<file path="src/rtl/cas_pick_pkg.sv">
package cas_pick_pkg;

    localparam int CAS_W   = 8;
    localparam int CYC_W   = 8;
    localparam int CODE_W  = 3;
    localparam int STEP_W  = 2;
    localparam int unsigned TENTHS_MHZ = 20000;

    typedef logic [CAS_W-1:0]  cas_map_t;
    typedef logic [CODE_W-1:0] cas_code_t;
    typedef logic [STEP_W-1:0] step_t;

    typedef enum logic [2:0] {
        ST_IDLE,
        ST_SLOT,
        ST_WAIT,
        ST_TRIM,
        ST_FIN
    } pick_state_t;

    typedef struct packed {
        cas_map_t            map;
        logic [CYC_W-1:0]    cyc_half;
        logic [CYC_W-1:0]    cyc_full;
    } slot_info_t;

    // Packed period byte to tenths of a nanosecond (max 165).
    function automatic logic [CYC_W-1:0] cyc_to_tenths(logic [CYC_W-1:0] b);
        return 8'(b[7:4]) * 8'd10 + 8'(b[3:0]);
    endfunction

    // Keep bits at or above (top index - step), clamped at bit 0.
    function automatic cas_map_t trim_map(cas_map_t m, step_t s);
        int top;
        int lo;
        top = -1;
        for (int i = 0; i < CAS_W; i++) begin
            if (m[i]) top = i;
        end
        if (top < 0) return '0;
        lo = top - int'(s);
        if (lo < 0) lo = 0;
        return m & cas_map_t'({CAS_W{1'b1}} << lo);
    endfunction

    function automatic int lowest_bit(cas_map_t m);
        int idx;
        idx = 0;
        for (int i = CAS_W - 1; i >= 0; i--) begin
            if (m[i]) idx = i;
        end
        return idx;
    endfunction

    // Controller encoding of the latency chosen by bit position.
    function automatic cas_code_t code_of_bit(int idx);
        case (idx)
            0:       return 3'd5;
            1:       return 3'd5;
            2:       return 3'd2;
            3:       return 3'd6;
            4:       return 3'd3;
            5:       return 3'd7;
            6:       return 3'd4;
            default: return 3'd0;
        endcase
    endfunction

endpackage

</file>
<file path="src/rtl/cas_restoring_div.sv">
module cas_restoring_div #(
    parameter int W = 16
) (
    input  logic         clk,
    input  logic         rst,
    input  logic         go,
    input  logic [W-1:0] dividend,
    input  logic [W-1:0] divisor,
    output logic         done,
    output logic [W-1:0] quotient
);
    localparam int CNT_W = $clog2(W + 1);

    logic [W:0]       rem_q;
    logic [W-1:0]     quo_q;
    logic [W-1:0]     dsr_q;
    logic [CNT_W-1:0] cnt_q;
    logic             busy_q;

    logic [W:0] trial;
    logic       take;
    logic [W:0] rem_next;

    always_comb begin
        trial    = {rem_q[W-1:0], quo_q[W-1]};
        take     = trial >= {1'b0, dsr_q};
        rem_next = take ? trial - {1'b0, dsr_q} : trial;
    end

    always_ff @(posedge clk) begin
        if (rst) begin
            rem_q  <= '0;
            quo_q  <= '0;
            dsr_q  <= '0;
            cnt_q  <= '0;
            busy_q <= 1'b0;
            done   <= 1'b0;
        end else begin
            done <= 1'b0;
            if (go && !busy_q) begin
                rem_q  <= '0;
                quo_q  <= dividend;
                dsr_q  <= divisor;
                cnt_q  <= CNT_W'(W);
                busy_q <= 1'b1;
            end else if (busy_q) begin
                rem_q <= rem_next;
                quo_q <= {quo_q[W-2:0], take};
                cnt_q <= cnt_q - 1'b1;
                if (cnt_q == CNT_W'(1)) begin
                    busy_q <= 1'b0;
                    done   <= 1'b1;
                end
            end
        end
    end

    assign quotient = quo_q;

endmodule

</file>
<file path="src/rtl/cas_merge.sv">
module cas_merge
    import cas_pick_pkg::*;
(
    input  cas_map_t  trim0,
    input  cas_map_t  trim1,
    input  logic      empty0,
    input  logic      empty1,
    output cas_code_t code,
    output logic      fail
);
    cas_map_t joined;

    always_comb begin
        if (empty0 && empty1)  joined = '0;
        else if (empty0)       joined = trim1;
        else if (empty1)       joined = trim0;
        else                   joined = trim0 & trim1;
        fail = (joined == '0);
        code = fail ? '0 : code_of_bit(lowest_bit(joined));
    end

endmodule

</file>
<file path="src/rtl/cas_latency_picker.sv">
module cas_latency_picker
    import cas_pick_pkg::*;
#(
    parameter int SPEED_W = 16,
    parameter int DIV_W   = 16
) (
    input  logic               clk,
    input  logic               rst,
    input  logic               start,
    input  logic [SPEED_W-1:0] bus_mhz,
    input  logic [7:0]         slot0_cas_map,
    input  logic [7:0]         slot0_cyc_half,
    input  logic [7:0]         slot0_cyc_full,
    input  logic [7:0]         slot1_cas_map,
    input  logic [7:0]         slot1_cyc_half,
    input  logic [7:0]         slot1_cyc_full,
    output logic [2:0]         cas_code,
    output logic               done,
    output logic               err
);
    localparam int NSLOT = 2;
    localparam int CMP_W = (SPEED_W > DIV_W) ? SPEED_W : DIV_W;

    pick_state_t        state_q;
    slot_info_t         info_q  [NSLOT];
    slot_info_t         in_info [NSLOT];
    cas_map_t           trim_q  [NSLOT];
    logic [NSLOT-1:0]   empty_q;
    logic               slot_q;
    logic               phase_q;
    step_t              step_q;
    logic [SPEED_W-1:0] bus_q;

    slot_info_t         cur;
    logic               div_go;
    logic [DIV_W-1:0]   div_den;
    logic               div_done;
    logic [DIV_W-1:0]   div_quo;
    logic               meets;

    cas_code_t          mrg_code;
    logic               mrg_fail;

    assign in_info[0] = '{map: slot0_cas_map, cyc_half: slot0_cyc_half, cyc_full: slot0_cyc_full};
    assign in_info[1] = '{map: slot1_cas_map, cyc_half: slot1_cyc_half, cyc_full: slot1_cyc_full};

    assign cur   = info_q[slot_q];
    assign meets = CMP_W'(div_quo) >= CMP_W'(bus_q);

    always_comb begin
        div_go  = 1'b0;
        div_den = '0;
        case (state_q)
            ST_SLOT: begin
                if (cur.map != '1 && cur.cyc_half != '0) begin
                    div_go  = 1'b1;
                    div_den = DIV_W'(cyc_to_tenths(cur.cyc_half));
                end
            end
            ST_WAIT: begin
                if (div_done && meets && !phase_q && cur.cyc_full != '0) begin
                    div_go  = 1'b1;
                    div_den = DIV_W'(cyc_to_tenths(cur.cyc_full));
                end
            end
            default: ;
        endcase
    end

    cas_restoring_div #(.W(DIV_W)) u_div (
        .clk      (clk),
        .rst      (rst),
        .go       (div_go),
        .dividend (DIV_W'(TENTHS_MHZ)),
        .divisor  (div_den),
        .done     (div_done),
        .quotient (div_quo)
    );

    cas_merge u_merge (
        .trim0  (trim_q[0]),
        .trim1  (trim_q[1]),
        .empty0 (empty_q[0]),
        .empty1 (empty_q[1]),
        .code   (mrg_code),
        .fail   (mrg_fail)
    );

    always_ff @(posedge clk) begin
        if (rst) begin
            state_q  <= ST_IDLE;
            for (int i = 0; i < NSLOT; i++) begin
                info_q[i] <= '0;
                trim_q[i] <= '0;
            end
            empty_q  <= '0;
            slot_q   <= 1'b0;
            phase_q  <= 1'b0;
            step_q   <= '0;
            bus_q    <= '0;
            cas_code <= '0;
            done     <= 1'b0;
            err      <= 1'b0;
        end else begin
            done <= 1'b0;
            case (state_q)
                ST_IDLE: begin
                    if (start) begin
                        for (int i = 0; i < NSLOT; i++) info_q[i] <= in_info[i];
                        bus_q   <= bus_mhz;
                        empty_q <= '0;
                        slot_q  <= 1'b0;
                        state_q <= ST_SLOT;
                    end
                end
                ST_SLOT: begin
                    step_q  <= '0;
                    phase_q <= 1'b0;
                    if (cur.map == '1) begin
                        empty_q[slot_q] <= 1'b1;
                        state_q         <= ST_TRIM;
                    end else if (cur.cyc_half == '0) begin
                        state_q <= ST_TRIM;
                    end else begin
                        state_q <= ST_WAIT;
                    end
                end
                ST_WAIT: begin
                    if (div_done) begin
                        if (meets) begin
                            step_q <= phase_q ? step_t'(2) : step_t'(1);
                            if (!phase_q && cur.cyc_full != '0) begin
                                phase_q <= 1'b1;
                            end else begin
                                state_q <= ST_TRIM;
                            end
                        end else begin
                            state_q <= ST_TRIM;
                        end
                    end
                end
                ST_TRIM: begin
                    trim_q[slot_q] <= empty_q[slot_q] ? '0 : trim_map(cur.map, step_q);
                    if (slot_q) begin
                        state_q <= ST_FIN;
                    end else begin
                        slot_q  <= 1'b1;
                        state_q <= ST_SLOT;
                    end
                end
                ST_FIN: begin
                    done     <= 1'b1;
                    cas_code <= mrg_code;
                    err      <= mrg_fail;
                    state_q  <= ST_IDLE;
                end
                default: state_q <= ST_IDLE;
            endcase
        end
    end

endmodule

</file>
<file path="config.mk">
export PLATFORM = sky130hd
export DESIGN_NAME = cas_latency_picker
export DESIGN_NICKNAME = d
export VERILOG_FILES = /design/src/rtl/cas_pick_pkg.sv /design/src/rtl/cas_restoring_div.sv /design/src/rtl/cas_merge.sv /design/src/rtl/cas_latency_picker.sv
export SDC_FILE = /design/constraint.sdc
export NUM_CORES = 1
export LEC_CHECK = 0
export ABC_AREA = 1
export BUFFER_PORTS_ARGS = -buffer_cell sky130_fd_sc_hd__buf_2
export CAP_MARGIN = 20
export CELL_PAD_IN_SITES_DETAIL_PLACEMENT = 1
export CELL_PAD_IN_SITES_GLOBAL_PLACEMENT = 1
export CORE_MARGIN = 3
export CORE_UTILIZATION = 48
export CTS_CLUSTER_DIAMETER = 150
export DETAILED_ROUTE_END_ITERATION = 7
export PLACE_DENSITY = 0.91
export SLEW_MARGIN = 5
export SYNTH_ARGS = -nofsm -noshare
export SYNTH_HDL_FRONTEND = slang
export SYNTH_SLANG_ARGS = --single-unit
</file>
<file path="constraint.sdc">
create_clock -name clk -period 8.6 [get_ports clk]
set_input_delay 0.43 -clock clk [delete_from_list [all_inputs] [get_ports clk]]
set_output_delay 0.43 -clock clk [all_outputs]
set_load 0.01 [all_outputs]
</file>
==> results summary, run 1 <==
The accumulated negative setup slack is 0 ns. The count of boundary I/O pins is 72. The internal power of the cells totals 1.75 mW. TritonCTS built the clock tree.

The count of endpoints failing hold in the final timing report is 0. Synthesis handed over a netlist of 1061 instances. The floorplan has 47 rows. Relative to the synthesized area, the layout overhead comes to 13.7%. Using the TritonRoute via totals, the vias-per-cell ratio works out to 5.25. The top-area cell type share of the netlist area is 23.5%. The run finished with clean final reports. The wire length of the first global-routing pass is 37200 um.

The most instantiated library cell after synthesis is nand2_1. The worst voltage drop across the vdd grid came out at 193 uV. The number of antenna violations at the first check in global routing came out at 0. The post-synthesis sequential area ratio is 42.5%. Clock tree synthesis inserted a total of 17 buffers. The horizontal die dimension came out at 137 um. The path class of the tightest hold or removal check is input port to flip-flop. The area taken by multi-input logic gates came out at 0.00382 sq mm. Detailed placement finished with a half-perimeter wire length of 15500 um. Counting every sink on the clock net gives 142. Setup repair after global routing left no endpoint under its margin. The effective utilization at floorplan came out at 49.2%.

The filler-free cell count of the finished design is 1358. In the final routed layout, each cell accounts on average for 16.5 um. The cell depth of the worst flop-to-flop path came out at 21.

The final critical path time including I/O delays and setup came out at 3.83 ns. Headroom to the max-slew limit came out at 38.0%. The clock passes through at most 2 buffers. The clock slew at the register clock pins of the worst setup and hold paths came out at 0.07 ns. The number of cells on the worst hold path came out at 3. The post-route netlist has 13.5% of its cells at a drive strength greater than 1. The number of buffers inserted by port buffering came out at 71. The power density of the placed cells is 332 mW/mm^2. The number of nets with antenna violations after detailed routing is 0. The number of iterations in the first detailed-routing pass is 4.

STA classifies the critical path endpoint as a flip-flop. The number of placed cells counting well taps came out at 1326. The number of nets in the finished design came out at 1244. The worst register-to-register path ends at trim_q[1][2]. Setup violations remaining at the end of the flow were counted as 0. Of all nets on the critical path, the largest fanout is 49. The buffer type at the clock tree root is clkbuf_16. The most critical setup path has its endpoint at trim_q[1][2]. The placed standard-cell area is 0.00869 sq mm.

The post-route clock period utilization came out at 44.5%. The filler cells instantiated in the layout total 2115. The diode insertion count for antenna repair is 0. The area of the mapped netlist is 0.00819 sq mm. By count the netlist is led by 215 x nand2_1, 187 x inv_1, 137 x nor2_1.

The tool flagged a number of max-cap violations equal to 0. The static leakage came out at 4.49 nW. The total of cells resized after clock tree synthesis is 0. The maximum operating frequency came out at 261 MHz.

The net load switching power is 1.34 mW. The number of max-slew violations in the final report is 0. The worst setup path is of the flip-flop to flip-flop kind. Summing all non-filler instances in the final layout gives an area of 0.00931 sq mm.

The vias after detailed routing came out at 7125. The measured slew at the worst slew-check pin came out at 0.929 ns. For this design, the CTS-stage hold fixing added 0 buffers.

Setup slack on the worst reg-to-reg path comes out at 4.77 ns. The cell type with the highest aggregate area in the netlist is edfxtp_1. The kind of launch point of the worst setup path is a flip-flop.

The proportion of power drawn by the clock network is 25.0%. The post-placement setup slack came out at 4.86 ns. The share of total power dissipated in sequential elements is 30.0%. Counting distinct cell types in the post-synthesis netlist gives 42. Yosys mapped a number of flops with a built-in enable equal to 64.

The final estimated routing congestion in global placement came out at 0.840. The core box area came out at 0.0166 sq mm. The pin count of the biggest net entering global routing came out at 64.

The share of async-settable or async-resettable flops after synthesis is 0%. The via count of the first global-routing pass is 7635. By area the synthesized netlist is led by edfxtp_1 23%, dfxtp_1 19%, nand2_1 9.9%, inv_1 8.6%, ha_1 7.0%.

The maximum level of the CTS H-tree is 4. The synthesized area divided by synthesized cell count came out at 7.72 sq um. The worst-skew pair later-pin latency came out at 0.43 ns.

In the synthesized netlist the dominant register cell turns out to be dfxtp_1. The count of yosys warnings during synthesis came out at 0. Across all hold checks on the routed design, the worst slack comes to 0.255 ns. The die height came out at 137 um. In this run, the number of DRC markers left after iteration 0 of detailed routing was 342. The sum of overflow across all layers after global routing came out at 0.

The die covers 0.0187 sq mm. The setup slack of the critical path after layout came out at 4.77 ns. The data required time at the worst endpoint came out at 8.87 ns. Global routing consumed, over all layers together, 25.2% of the routing resources. The post-synthesis net count is 1180. The post-CTS repair timing setup buffer count came out at 0.

The area occupied by registers came out at 0.00348 sq mm. The remaining routing DRC violations is 0. The data arrival time of the critical path is 4.10 ns. The synthesized flop and latch total came out at 142. Per report_power, the combinational group accounts for 45.0% of the total. The total routed wirelength is 22400 um.

The fraction of power spent switching nets is 43.2%. The final worst clock skew came out at 0.00986 ns.
-- placed cells by master (no fill, tap or decap), types with 25 or more instances in the layout --
cell	n
a21oi_1	37
a21oi_2	25
buf_2	71
dfxtp_1	78
edfxtp_1	64
ha_1	46
inv_1	187
nand2_1	214
nand3_1	70
nor2_1	137
o21ai_0	44
-- metrics by stage --
stage / utilization, % / power (mW)
floorplan: - / 1.95
global placement: 52.2 / 2.20
detailed placement: 52.2 / 2.28
CTS: 55.9 / 3.10
global route: 55.9 / 3.33
finish: 55.9 / 3.09
-- cells by family after synthesis --
logic type                 share of synthesized area (%)
adders and majority gates                           8.50
DFF                                                 42.5
AOI/OAI and AO/OA                                   11.5
and+or+nand+nor                                     24.7
buffers and inverters                               10.8
xor gates and xnor gates                            1.93
-- flip-flops by register name, indices dropped and copies added (netlist names), 3 cells and up, named ones only --
register,cells
info_q,48
bus_q,16
trim_q,16
u_div.quotient,16
u_div.rem_q,16
u_div.dsr_q,8
u_div.cnt_q,5
cas_code,3
state_q,3
-- power by group through the flow --
stage | Sequential [mW] | Combinational, mW | Clock, mW
finish | 0.925 | 1.39 | 0.774
global route | 0.938 | 1.58 | 0.813
CTS | 0.926 | 1.39 | 0.787
detailed placement | 0.935 | 1.34 | 0
global placement | 0.923 | 1.27 | 0
floorplan | 0.910 | 1.04 | 0
-- routing by layer --
| layer | vias to the layer above | GRT usage (%) | routed length [um] |
|---|---|---|---|
| met4 | 0 | 9.24 | 546 |
| met2 | 130 | 46.3 | 11600 |
| met1 | 3415 | 29.3 | 9500 |
| met3 | 49 | 4.26 | 713 |
| met5 | - | 0 | 0 |
| li1 | 3531 | - | - |
-- worst min path at each step --
stage	start	to	slack, ns
2_1_floorplan	step_q[1]	step_q[1]	0.44
3_3_place_gp	step_q[1]	step_q[1]	0.45
3_5_place_dp	cas_code[2]	cas_code[2]	0.46
4_1_cts	bus_mhz[4]	bus_q[4]	0.24
5_1_grt	bus_mhz[2]	bus_q[2]	0.26
6_report	bus_mhz[4]	bus_q[4]	0.25
-- critical path, stage by stage (launching register included) --
cell and delay (ns):
dfxtp_1 0.32, buf_4 0.39, nand2_1 0.11, o21ai_1 0.22, a21oi_1 0.12, o21ai_0 0.15
nand2_1 0.07, a21oi_1 0.15, ha_1 0.16, inv_1 0.06, fa_1 0.37, inv_1 0.10
nand2_1 0.07, ha_1 0.28, inv_1 0.06, nand2_1 0.05, nor3_1 0.16, nand3_1 0.11
o21ai_0 0.28, nor2_1 0.10, nand3b_1 0.20, nor2_1 0.14
-- cell type report --
| type | instances | share of cell area (%) |
|---|---|---|
| multi-input cells | 697 | 41.1 |
| flip-flops and latches | 142 | 37.4 |
| inverters | 192 | 7.74 |
| clock buffers | 21 | 5.42 |
| repair buffers | 75 | 4.14 |
| well taps | 220 | 2.96 |
| clock inverters | 11 | 1.25 |
Note: power is estimated with default switching activity, not from simulation.
==> run 2, diff against run 1 <==
--- a/config.mk
+++ b/config.mk
@@ -5,16 +5,16 @@
 export SDC_FILE = /design/constraint.sdc
 export NUM_CORES = 1
 export LEC_CHECK = 0
-export ABC_AREA = 1
+export ABC_AREA = 0
 export BUFFER_PORTS_ARGS = -buffer_cell sky130_fd_sc_hd__buf_2
 export CAP_MARGIN = 20
 export CELL_PAD_IN_SITES_DETAIL_PLACEMENT = 1
 export CELL_PAD_IN_SITES_GLOBAL_PLACEMENT = 1
 export CORE_MARGIN = 3
-export CORE_UTILIZATION = 48
+export CORE_UTILIZATION = 47
 export CTS_CLUSTER_DIAMETER = 150
 export DETAILED_ROUTE_END_ITERATION = 7
-export PLACE_DENSITY = 0.91
+export PLACE_DENSITY = 0.87
 export SLEW_MARGIN = 5
 export SYNTH_ARGS = -nofsm -noshare
 export SYNTH_HDL_FRONTEND = slang
==> constraint.sdc (replaced) <==
create_clock -name clk -period 3.55 [get_ports clk]
set_input_delay 0.1775 -clock clk [delete_from_list [all_inputs] [get_ports clk]]
set_output_delay 0.1775 -clock clk [all_outputs]
set_load 0.01 [all_outputs]
==> run 2 against run 1 <==
  * The run now ends with setup timing left
  * Wire length increased by 8.9%
  * Combinational power increased by 22%
  * Cell area increased by 3.1%
  * Core utilization increased by 1.7 points
  * Cell count decreased by 13%
  * Power increased by 81%
  * Clock skew about the same
  * Register-to-register slack got worse by 5.2 ns
  * Count of clock-buffer cells in the layout increased by 1
  * First-iteration DRC count increased by 61%
  * Largest cell class unchanged
==> results summary, run 2 <==
The synthesized area divided by synthesized cell count is 9.30 sq um (+21%). The path category of the worst min-delay check is input port to flip-flop. The count of endpoints failing hold in the final timing report is 0 (unchanged). The average wire length per cell after detail routing came to 20.6 um (+25%).

The worst voltage drop across the vdd grid came out at 413 uV (+110%). The post-placement setup slack came to -0.478 ns (-5.34 ns). The effective utilization at floorplan is 48.1% (-1.1 points). The synthesized design spends more area on one cell type than any other, namely edfxtp_1. The number of buffers inserted by port buffering was 71 (unchanged).

The run finished, with violations left. The proportion of power drawn by the clock network was 33.4% (+8.4 points). The number of nets with antenna violations after detailed routing came out at 0 (unchanged). The final estimated routing congestion in global placement came out at 0.852 (+1.3%). The post-synthesis to final-layout area growth came out at 19.9%. The measured slew at the worst slew-check pin is 1.05 ns (+0.121 ns).

The accumulated negative setup slack is -4.95 ns (-4.95 ns). The power density of the placed cells was 581 mW/mm^2 (+75%). The data required time at the worst endpoint came out at 3.82 ns (-5.05 ns). The area taken by multi-input logic gates came out at 0.00429 sq mm (+12%). The number of fill cells in the layout is 1864 (-12%).

The pin count of the biggest net entering global routing is 49 (-23%). The area occupied by registers is 0.00348 sq mm (about the same). The average via count per standard cell came out at 5.86 (+12%). The number of cells produced by synthesis is 861 (-19%).

Setup repair after global routing could not meet its margin everywhere. The count of boundary I/O pins was 72 (unchanged). The post-synthesis sequential area ratio came out at 43.5% (+0.96 points). The net load switching power came out at 1.87 mW (+40%). In the layout the commonest cells are 77 x dfxtp_1, 76 x nor2_1, 71 x buf_2. STA classifies the critical path startpoint as a flip-flop. The number of different library cells in the post-synthesis netlist came out at 63 (+50%). The core box area came out at 0.0166 sq mm (unchanged). The number of iterations in the first detailed-routing pass was 5 (+1).

The most instantiated library cell after synthesis is nor2_1. The maximum count of clock buffers along a single path came out at 2 (unchanged). The cell row count is 47 (unchanged). The synthesized flop and latch total came out at 142 (unchanged). The clock slew at the register clock pins of the worst setup and hold paths is 0.07 ns (about the same). The reg-to-reg critical path startpoint is info_q[0][17].

The vias after detailed routing is 6942 (-2.6%). The count of yosys warnings during synthesis is 0 (unchanged). After synthesis, the most frequently instantiated cells are 82 x nor2_1, 78 x dfxtp_1, 73 x a21oi_1.

The post-route clock period utilization is 111% (+67 points). The share of async-settable or async-resettable flops after synthesis is 0% (unchanged). The largest individual stage delay along the critical path comes from the cell nor3_1. The via count of the first global-routing pass came to 7447 (-2.5%).

The critical path launch point is info_q[0][17]. The worst setup path is of the flip-flop to flip-flop kind. The nature of the critical path endpoint is a flip-flop. The maximum operating frequency came out at 253 MHz (-3.0%). The die height is 137 um (about the same). The total routed wirelength came out at 24400 um (+8.9%).

The final critical path time including I/O delays and setup is 3.95 ns (+0.119 ns). The cell that appears most often on the critical path is buf_4. The start point of the worst hold path is bus_mhz[12]. The number of DRC violations after detailed-routing iteration 0 was 551 (+61%).

Clock tree synthesis selected as its root buffer the cell clkbuf_16. The fraction of power spent switching nets is 33.6% (-9.6 points). The remaining routing DRC violations came to 0 (unchanged). The fraction of layout cells with a size suffix above 1 is 21.1% (+7.6 points).

The worst-skew pair later-pin latency is 0.44 ns (about the same). The largest stage delay on the critical path is 0.45 ns (+0.06 ns). The proportion of power drawn by combinational gates was 30.4% (-15 points). Traced cell by cell, the critical path runs through buf_4 > buf_4 > buf_4 > nor3_1 > o32ai_1 > o21ai_1 > ha_1 > a2111o_1 > ha_1 > a22oi_1 > o21ai_1 > or3_1 > or2_4 > nor3_2. The floorplan die area came to 0.0186 sq mm (-0.11%).

The diode insertion count for antenna repair was 0 (unchanged). The checks that failed: setup timing. The wire length of the first global-routing pass is 37800 um (+1.7%).

The final worst clock skew is 0.00938 ns (-0.000477 ns). The clock tree from TritonCTS is built. The top-area cell type share of the netlist area came out at 24.0% (+0.53 points).

The post-synthesis net count came out at 980 (-17%). The critical-path maximum fanout came to 3 (-94%). The area of the mapped netlist is 0.00801 sq mm (-2.2%).

The number of max-cap violations came out at 0 (unchanged). The maximum level of the CTS H-tree came to 4 (unchanged). The flip-flop count of the largest register after layout is 48 (unchanged).

The number of antenna violations at the first check in global routing came out at 1 (+1). The number of clock sinks is 142 (unchanged). The number of max-slew violations in the final report came out at 0 (unchanged). The sum of overflow across all layers after global routing was 0 (unchanged). The sequential share of power is 36.2% (+6.2 points).

The relative slew slack came out at 29.7% (-8.3 points). The number of nets in the finished design is 1071 (-14%). The count of flip-flops with a built-in enable after synthesis came to 64 (unchanged). The CTS buffer count is 17 (unchanged). The data arrival time of the critical path came out at 4.22 ns (+0.12 ns). The setup slack of the critical path after layout is -0.396 ns (-5.17 ns). The horizontal die dimension came out at 137 um (about the same). Leaving out fill and tap cells, the most frequent cell in the layout is dfxtp_1. The combined global-route utilization of all metal layers is 25.9% (+0.66 points). The post-DP HPWL came out at 15300 um (-1.4%).

The largest register by flop count is info_q. The count of endpoints failing setup in the final report is 16 (+16). The static leakage is 3.79 nW (-16%). The internal power of the cells came out at 3.70 mW (+110%). By area the synthesized netlist is led by edfxtp_1 24%, dfxtp_1 20%, ha_1 7.2%, a21oi_1 4.6%, and2_1 4.0%. The commonest register cell after synthesis is dfxtp_1.
==> run 2: cell types whose count changed after synthesis, sizes merged, moves of 19 or more <==
cell | previous run | this run
mux2 | 0 | 19
o21ai | 63 | 26
and2 | 0 | 51
nand2 | 222 | 72
nor2 | 138 | 82
inv | 191 | 52
nand3 | 73 | 31
==> run 2: path summary, 6_finish.rpt <==
path                        to  slack, ns  cells after the start
setup / recovery  trim_q[1][2]      -0.40                     14
hold / removal       bus_q[12]      0.003                      3
hold reg to reg       bus_q[7]       0.46                      2
setup reg to reg  trim_q[1][2]      -0.40                     14
==> run 2: power by group through the flow <==
stage          clock network, mW  logic, mW  registers (mW)
2_1_floorplan                  0       1.16            1.98
5_1_grt                     1.94       1.86            2.04
3_5_place_dp                   0       1.50            2.04
6_report                    1.86       1.69            2.02
3_3_place_gp                   0       1.42            2.03
4_1_cts                     1.86       1.59            2.02
==> run 2: logic make-up after synthesis <==
kind of cell	count (synthesis)	synth area share [%]
and+or+nand+nor	319	20.0
AOI/OAI and AO/OA	196	16.0
DFF	142	43.5
buffers and inverters	97	4.89
adders and majority gates	52	8.69
muxes	33	4.52
xor gates and xnor gates	22	2.41
==> run 2: per-stage QoR <==
step | area [sq um] | total power [mW] | util (%) | hold WS, ns | std cells
finish | 9600 | 5.58 | 57.7 | 0.00310 | 1185
global route | 9600 | 5.83 | 57.7 | 0.0115 | 1185
CTS | 9480 | 5.47 | 57.0 | 0.00200 | 1181
detailed placement | 8690 | 3.54 | 52.2 | 0.431 | 1136
global placement | 8690 | 3.45 | 52.2 | 0.428 | 1136
floorplan | 8040 | 3.14 | - | 0.313 | 861
==> run 2: timing repair <==
item,CTS,global route
gates resized for setup,19,20
setup endpoints to repair,17,17
setup buffers,4,3
hold buffers,9,0
hold endpoints to repair,9,0
pin swaps,18,18
==> run 2: layout make-up <==
cell class | count | area share, %
flip-flops and latches | 142 | 36.3
multi-input cells | 622 | 44.7
inverters | 52 | 2.03
clock inverters | 10 | 1.04
repair buffers | 117 | 7.71
clock buffers | 22 | 5.31
well taps | 220 | 2.87
==> run 2: metal layers <==
metal / global-route usage (%) / wire (um) / up-vias
met5: 0 / 13 / -
met4: 9.80 / 682 / 2
met3: 4.30 / 971 / 54
met2: 45.6 / 12400 / 208
met1: 31.7 / 10300 / 3408
li1: - / - / 3270
==> run 2: worst max-delay path: cells and delay by family, from the launching register on <==
family,cells,cell delay (ns)
AOI/OAI and AO/OA,5,1.09
adders and majority gates,2,0.60
buffers and inverters,3,0.40
and+or+nand+nor,4,1.29
DFF,1,0.41
==> run 3, diff against run 2 <==
--- a/config.mk
+++ b/config.mk
@@ -8,13 +8,12 @@
 export ABC_AREA = 0
 export BUFFER_PORTS_ARGS = -buffer_cell sky130_fd_sc_hd__buf_2
 export CAP_MARGIN = 20
-export CELL_PAD_IN_SITES_DETAIL_PLACEMENT = 1
-export CELL_PAD_IN_SITES_GLOBAL_PLACEMENT = 1
 export CORE_MARGIN = 3
-export CORE_UTILIZATION = 47
+export CORE_UTILIZATION = 60
 export CTS_CLUSTER_DIAMETER = 150
 export DETAILED_ROUTE_END_ITERATION = 7
-export PLACE_DENSITY = 0.87
+export PLACE_DENSITY = 0.86
+export RECOVER_POWER = 25
 export SLEW_MARGIN = 5
 export SYNTH_ARGS = -nofsm -noshare
 export SYNTH_HDL_FRONTEND = slang
==> run 3 against run 2 <==
  * The run still ends with setup timing left
  * Via count is 5.9% lower
  * First-iteration DRC count grew 3.4%
  * Register-to-register slack better by 0.20 ns
  * Power fell by 7.0%
  * Largest power group unchanged
==> results summary, run 3 (same netlist as run 2, synthesis figures left out) <==
The sum of overflow across all layers after global routing is 0 (unchanged). TritonCTS built the clock tree. The buffer type at the clock tree root is clkbuf_16. The flip-flop count of the largest register after layout is 48 (unchanged). The number of max-slew violations in the final report came to 0 (unchanged). The min-delay analysis places its worst path in the category input port to flip-flop. The measured slew at the worst slew-check pin came out at 0.995 ns (-0.0554 ns).

The via count of the first global-routing pass is 6464 (-13%). The sequential share of power was 38.5% (+2.3 points). The number of buffers inserted by port buffering came out at 71 (unchanged).

The fraction of layout cells with a size suffix above 1 is 19.7% (-1.5 points). The number of antenna violations at the first check in global routing is 0 (-1). Ranked by flip-flop count, first place goes to info_q. The commonest non-fill, non-tap cell in the layout is dfxtp_1. The proportion of power drawn by combinational gates was 29.7% (-0.7 points). The largest individual stage delay along the critical path comes from the cell or3_4.

The clock slew at the register clock pins of the worst setup and hold paths is 0.06 ns (about the same). The core box area was 0.0128 sq mm (-23%). The diode insertion count for antenna repair is 0 (unchanged). The combined global-route utilization of all metal layers was 25.1% (-0.80 points). The flow ran to the end, but the final reports show violations. The number of nets with antenna violations after detailed routing came out at 0 (unchanged). The count of boundary I/O pins is 72 (unchanged). The data arrival time of the critical path is 4.03 ns (-0.19 ns). The vias after detailed routing came out at 6533 (-5.9%). The number of DRC violations after detailed-routing iteration 0 was 570 (+3.4%). The hold slack is 0.0147 ns (+0.0116 ns). The number of cells on the worst hold path came out at 3 (unchanged).

The average via count per standard cell came out at 5.77 (-1.6%). The data required time at the worst endpoint is 3.84 ns (+0.02 ns). The proportion of power drawn by the clock network came out at 31.7% (-1.7 points). The horizontal die dimension is 122 um (-11%). The net load switching power is 1.67 mW (-11%). The maximum level of the CTS H-tree was 4 (unchanged). The final estimated routing congestion in global placement came out at 0.901 (+5.8%).

The pin count of the biggest net entering global routing was 49 (unchanged). The cell row count came out at 41 (-13%). The post-DP HPWL came out at 12300 um (-20%). Setup repair after global routing could not meet its margin everywhere. The static leakage is 3.69 nW (-2.7%). The wire length of the first global-routing pass came out at 29800 um (-21%). Walking the worst path, the cells encountered are inv_2 > a21oi_2 > o32a_1 > a21oi_2 > nor2_2 > o31ai_2 > ha_2 > inv_2 > fa_2 > or3_4 > ha_4 > nor4b_4 > nand3_1 > and2_4 > or3_4 > nor2_4. The final worst clock skew is 0.00815 ns (-0.00123 ns).

The largest stage delay on the critical path is 0.42 ns (-0.03 ns). The critical-path maximum fanout was 3 (unchanged). The floorplan die area came to 0.0148 sq mm (-21%).

The fraction of power spent switching nets came out at 32.1% (-1.5 points). The worst-skew pair later-pin latency is 0.43 ns (about the same). The number of max-cap violations is 0 (unchanged).

The remaining routing DRC violations is 0 (unchanged). The count of endpoints failing hold in the final timing report is 0 (unchanged). The number of fill cells in the layout is 881 (-53%). The average wire length per cell after detail routing was 15.7 um (-24%). The maximum operating frequency came to 267 MHz (+5.5%). The number of placed cells counting well taps came to 1090 (-4.0%).

The power density of the placed cells was 552 mW/mm^2 (-5.1%). In the layout the commonest cells are 77 x dfxtp_1, 76 x nor2_1, 70 x a21oi_1, 70 x nand2_1, 66 x buf_2. The relative slew slack came out at 33.4% (+3.7 points).

The setup slack of the critical path after layout came to -0.192 ns (+0.204 ns). The count of endpoints failing setup in the final report is 16 (unchanged). The setup path with the least slack is of type flip-flop to flip-flop. The CTS buffer count is 17 (unchanged). The post-synthesis to final-layout area growth is 17.5%. The maximum count of clock buffers along a single path came to 2 (unchanged). The die height is 122 um (-11%). The worst voltage drop across the vdd grid is 412 uV (-0.10%).

The number of clock sinks was 142 (unchanged). The effective utilization at floorplan came out at 62.4% (+14 points). The internal power of the cells came out at 3.52 mW (-4.9%). The nature of the critical path endpoint is a flip-flop. The post-placement setup slack is -0.366 ns (+0.112 ns). The post-route clock period utilization came to 105% (-5.8 points). The count of buffering cells on the critical path with inverters included was 2 (-1). The accumulated negative setup slack is -1.99 ns (+2.96 ns). The number of iterations in the first detailed-routing pass came out at 5 (unchanged). Grouping stages by cell kind, the critical path spends the most delay in simple AND/OR/NAND/NOR gates. The number of nets in the finished design is 1067 (-0.37%). The cell depth of the worst flop-to-flop path came out at 16 (+2).

The total routed wirelength came to 17800 um (-27%). The checks that failed: setup timing. The kind of launch point of the worst setup path is a flip-flop.

The count of cell instances traversed by the critical path came to 16 (+2). The final critical path time including I/O delays and setup was 3.74 ns (-0.204 ns). The filler-free cell count of the finished design is 1133 (-4.4%).
[run 3: timing repair]
| item | CTS | global route |
|---|---|---|
| gates resized for setup | 20 | 11 |
| buffers inserted | 3 | 0 |
| hold buffers | 8 | 0 |
| endpoints found under the hold margin | 8 | 0 |
| pin swaps | 16 | 15 |
| endpoints found under the setup margin | 16 | 16 |
[run 3: layer usage]
layer  GRT usage (%)  up-vias  part of all wire, %
met4            8.12        0                  1.5
met3            5.92       27                  5.3
met5               0        -                    0
met1            32.6     3053                   45
li1                -     3268                    -
met2            41.5      185                   48
[run 3: path summary, 6_finish.rpt]
kind	start	end	slack, ns
max	info_q[0][17]	trim_q[0][7]	-0.19
min reg2reg	bus_q[9]	bus_q[9]	0.46
min	bus_mhz[13]	bus_q[13]	0.01
max reg2reg	info_q[0][17]	trim_q[0][7]	-0.19
[run 3: final cells by class]
class | instances | area (sq um) | share of cell area [%]
Sequential cell | 142 | 3480 | 37.1
Inverter | 52 | 195 | 2.08
Multi-Input combinational cell | 622 | 4260 | 45.3
Clock inverter | 15 | 124 | 1.32
Tap cell | 172 | 215 | 2.29
Clock buffer | 17 | 425 | 4.52
Timing Repair Buffer | 113 | 697 | 7.41
[run 3: per-stage QoR]
stage,utilization [%],instance area [sq um],power [mW]
finish,73.3,9400,5.19
global route,73.3,9400,5.48
CTS,73.0,9360,5.16
detailed placement,67.4,8650,3.47
global placement,67.4,8650,3.42
floorplan,-,8040,3.14
[run 3: tightest hold or removal path, delay by kind of cell]
kind	cells	cell delay, ns
AO/OA/AOI/OAI	1	0.06
buffers and inverters	1	0.10
AND/OR/NAND/NOR	1	0.06
[run 3: power by group through the flow]
stage	Clock [mW]	Combinational [mW]	Sequential [mW]
final	1.65	1.54	2.00
after floorplan	0	1.16	1.98
after global routing	1.74	1.72	2.02
after CTS	1.66	1.51	2.00
after detailed placement	0	1.44	2.03
after global placement	0	1.40	2.02
